<file path="src/rtl/pgc_lru.sv">
module pgc_lru #(
    parameter int NREG = 4,
    localparam int IDX_W = $clog2(NREG)
) (
    input  logic             clk,
    input  logic             rst_n,
    input  logic             touch_a_en_i,
    input  logic [IDX_W-1:0] touch_a_idx_i,
    input  logic             touch_b_en_i,
    input  logic [IDX_W-1:0] touch_b_idx_i,
    input  logic [NREG-1:0]  valid_i,
    output logic [IDX_W-1:0] victim_o
);

    localparam logic [IDX_W-1:0] OLDEST = IDX_W'(NREG - 1);

    typedef logic [NREG-1:0][IDX_W-1:0] age_arr_t;

    age_arr_t age_d, age_q;
    logic     [NREG-1:0] seen;
    logic     found;

    // Move entry k to age 0, shift younger entries by one
    function automatic age_arr_t touch(input age_arr_t a, input logic [IDX_W-1:0] k);
        age_arr_t r;
        r = a;
        for (int i = 0; i < NREG; i++) begin
            if (a[i] < a[k]) begin
                r[i] = a[i] + 1'b1;
            end
        end
        r[k] = '0;
        return r;
    endfunction

    always_comb begin
        age_d = age_q;
        if (touch_a_en_i) begin
            age_d = touch(age_d, touch_a_idx_i);
        end
        if (touch_b_en_i) begin
            age_d = touch(age_d, touch_b_idx_i);
        end
    end

    // Prefer lowest invalid entry, else the oldest one
    always_comb begin
        victim_o = '0;
        found    = 1'b0;
        for (int i = 0; i < NREG; i++) begin
            if (!found && !valid_i[i]) begin
                victim_o = IDX_W'(i);
                found    = 1'b1;
            end
        end
        if (!found) begin
            for (int i = 0; i < NREG; i++) begin
                if (age_q[i] == OLDEST) begin
                    victim_o = IDX_W'(i);
                end
            end
        end
    end

    always_ff @(posedge clk) begin
        if (!rst_n) begin
            for (int i = 0; i < NREG; i++) begin
                age_q[i] <= IDX_W'(i);
            end
        end else begin
            age_q <= age_d;
        end
    end

    always_comb begin
        seen = '0;
        for (int i = 0; i < NREG; i++) begin
            seen[age_q[i]] = 1'b1;
        end
    end

    // ages always form a permutation
    p_age_perm_r11: assert property (@(posedge clk) disable iff (!rst_n)
        $countones(seen) == NREG);

    // a port write makes its entry the youngest
    p_write_mru_r11: assert property (@(posedge clk) disable iff (!rst_n)
        touch_b_en_i |=> (age_q[$past(touch_b_idx_i)] == '0));

endmodule

</file>
<file path="config.mk">
export PLATFORM = sky130hd
export DESIGN_NAME = pgc_lru
export DESIGN_NICKNAME = d
export VERILOG_FILES = /design/src/rtl/pgc_lru.sv
export SDC_FILE = /design/constraint.sdc
export NUM_CORES = 1
export LEC_CHECK = 0
export CORE_MARGIN = 2
export CORE_UTILIZATION = 55
export CTS_CLUSTER_DIAMETER = 80
export CTS_CLUSTER_SIZE = 20
export DETAILED_ROUTE_END_ITERATION = 7
export GPL_TIMING_DRIVEN = 0
export PLACE_DENSITY = 0.79
export SETUP_SLACK_MARGIN = 0.05
export SYNTH_ARGS = -nofsm -noshare
export SYNTH_HDL_FRONTEND = slang
export SYNTH_SLANG_ARGS = --single-unit
</file>
<file path="constraint.sdc">
create_clock -name clk -period 3.95 [get_ports clk]
set_input_delay 0.79 -clock clk [delete_from_list [all_inputs] [get_ports clk]]
set_output_delay 0.79 -clock clk [all_outputs]
set_load 0.03 [all_outputs]
</file>
==> impl_results.md <==
- Run status: finished clean
- Largest Register: age_q
- Startpoint types: input port
- Worst clock skew: around 0.0057 ns
- Multi-input combinational cell area: 1010 sq um
- H-tree Lvls: 1
- Flop2flop setup slack: 0.83 ns
- Final count of negative-setup-slack endpoints: 0
- Combined area of all synthesized cells: 1180 sq um
- Layout cells sized above 1: about a fifth
- Total congestion overflow: 0
- Worst slew margin: 58.1%
- Clock sink total: 8
- Total number of vias: 1262
- Detail-routed net length per standard cell: 16.6 um
- Kind of critical path: in2out
- Final worst path period share: about nine tenths
- Seq. cell area: 160 sq um
- Cell types occupying the most area after synthesis: sky130_fd_sc_hd__dfxtp_1 14%, sky130_fd_sc_hd__ha_1 8.5%, sky130_fd_sc_hd__o221a_2 4.8%
- Iteration count of the initial detailed-routing pass: 4
- Final hold violation count: 0
- Min setup slack post-route: approximately 0.42 ns
- Number of flops mapped to enable cells by yosys: 0
- Flops & latches, synth: 8
- Maximum net fanout on the critical path: 3
- Highest attainable clock frequency: 283 MHz
- Post-synth top area cell: sky130_fd_sc_hd__dfxtp_1
- Post-synthesis average cell area: 7.89 sq um
- Die extent in x: 50.4 um
- Prevailing post-synth register cell: sky130_fd_sc_hd__dfxtp_1
- Antenna cell count: 0
- Input/output buffers: 10
- Final HPWL DP: around 2.4 mm
- Core Rows: 16
- Core area: 2000 sq um
- Clock period minus worst slack: approximately 3.5 ns
- Synth-to-layout area growth: 20.8%
- Routed via count divided by cell count: 6.57
- Count of max-cap constraint violations: 0
- IR drop worst, VDD: around 380 uV
- Cells after synthesis: 150
- RSZ-0062 raised after global routing: no
- Maximum number of pins on one net before global-route repair: 11
- Clock tree from TritonCTS: done
- Cell leakage power: 0.000567 uW
- Count of pins over their slew limit: 0
- Hold buffers post-CTS: 0
- Final routed DRC violation total: 0
- Starting utilization of the core area: 59.1%
- Gpl congestion: 0.888
- Starting DRC count in detailed routing: 50
- Area enclosed by the die boundary: 2540 sq um
- Class of the worst hold path: reg2reg
- Largest register FFs: 8
- Num ports: 14
- Count of antenna-violating nets left after detailed routing: 0
- Total placed instance area: between 1000 and 1500 sq um
- Share of the core filled with cells: 71.4%
- Worst slack after detailed placement: -0.375 ns
- Setup Total Neg Slack: 0 ns
- Clk slew on worst S/H paths: about 0.05 ns
- Largest buffer count on any clock path: 2
- Crit path arrival time: 2.74 ns
- Vias in the first global route: between 1000 and 1500
- Final standard cell area without fillers: roughly 1400 sq um
- Final Net Count: 187
- Fraction of post-synthesis cell area in the top cell type by area: 13.5%
- Net count of the mapped netlist: 170
- First-pass GRT wire length: about 5.1 mm
- Critical Path Sink Type: output port
- Total wire length after detailed routing: 3.19 mm
- GRT Resource Usage Total: 25.6%
- Count of distinct cell types in the synthesized netlist: 46
- Number of buffers added by the clock tree synthesis step: 3
- Antenna violations before repair: 0
- Power density of the placed cells: 662 nW/um^2
- Warnings from Yosys: 0
- Sequential-to-total area share from yosys stat: 13.5%
- Leading cell types in the layout, fill and taps excluded: 12 x sky130_fd_sc_hd__nand2_1, 10 x sky130_fd_sc_hd__nor2_1, 9 x sky130_fd_sc_hd__a21oi_1, 9 x sky130_fd_sc_hd__nand3_1, 9 x sky130_fd_sc_hd__clkdlybuf4s50_1
- Async SR Flop Fraction: 0%
- Worst Tran Pin Value: 0.625 ns
- Data required time of the worst path: 3.16 ns
- Most frequent standard cell in the layout excluding fill and tap cells: sky130_fd_sc_hd__nand2_1
- Number of filler cells placed in the layout: 154
- Clock Tree Root: sky130_fd_sc_hd__clkbuf_4
- Largest registers: age_q (8)
- Clk Latency, worst-skew pair: 0.25 ns
- DIE HEIGHT: 50.4 um
- Power after layout: 946 uW
## critical path: stages
cell	delay, ns
sky130_fd_sc_hd__clkdlybuf4s50_1	0.51
sky130_fd_sc_hd__inv_1	0.06
sky130_fd_sc_hd__o21ai_0	0.17
sky130_fd_sc_hd__a31oi_1	0.10
sky130_fd_sc_hd__o21ai_0	0.15
sky130_fd_sc_hd__nand2_1	0.07
sky130_fd_sc_hd__a21boi_0	0.19
sky130_fd_sc_hd__clkdlybuf4s50_1	0.70
## per-layer routing
metal / vias to the layer above / global-route usage (%) / share of wire [%]
met4: 0 / 8.56 / 1.7
met1: 611 / 29.6 / 46
met3: 7 / 0.595 / 2.8
li1: 613 / - / -
met2: 31 / 49.8 / 50
met5: - / 0 / 0
## path summary, 6_finish.rpt
kind / startpoint / to / cells past startpoint
worst max-delay path: valid_i[2] / victim_o[0] / 8
worst min-delay path: age_q[5] / age_q[5] / 3
worst max register to register: age_q[7] / age_q[2] / 9
worst min register to register: age_q[5] / age_q[5] / 3
## synth_stat cells (all sizes together), types with 3 or more instances
cell    number
nand2b       6
o21ai        8
nand3        9
or3b         4
clkbuf       3
and4         3
nor2b        4
inv          9
a31oi        3
buf          4
a211oi       5
o221a        5
a21o         4
ha           8
nor3         5
nand2       12
dfxtp        8
a21oi        9
nor2        10
mux2i        3
## what timing repair did
action / 4_1_cts / 5_1_grt
setup endpoints to repair: 4 / 4
pin swaps: 1 / 2
endpoints found under the hold margin: 0 / 0
buffers inserted: 1 / 1
gates resized for setup: 5 / 7
## power by group
part / switching, uW / total, uW / internal, uW / leakage, uW
clock network: 26.6 / 61.3 / 34.7 / 0.0000138
logic: 385 / 705 / 320 / 0.000487
registers: 64.5 / 180 / 115 / 0.0000663
total: 476 / 946 / 470 / 0.000567
## logic make-up after synthesis
kind of cell,share of synthesized area (%)
simple gates,32.3
fa+ha+maj,8.46
flops,13.5
mux,6.34
compound gates,32.5
buf+inv,6.87
## metrics by stage
| stage | cells | hold WS, ns |
|---|---|---|
| finish | 192 | 0.843 |
| global route | 192 | 0.880 |
| CTS | 191 | 0.800 |
| detailed placement | 187 | 0.775 |
| global placement | 187 | 0.753 |
| floorplan | 150 | 0.628 |
## area by class of cell
cell class | count | share of cell area [%]
plain buffers | 7 | 3.50
clock buffers | 3 | 1.57
inverters | 10 | 2.80
multi-input cells | 125 | 70.3
flip-flops and latches | 8 | 11.2
well taps | 27 | 2.36
repair buffers | 12 | 8.22
(Power assumes the default switching activity.)
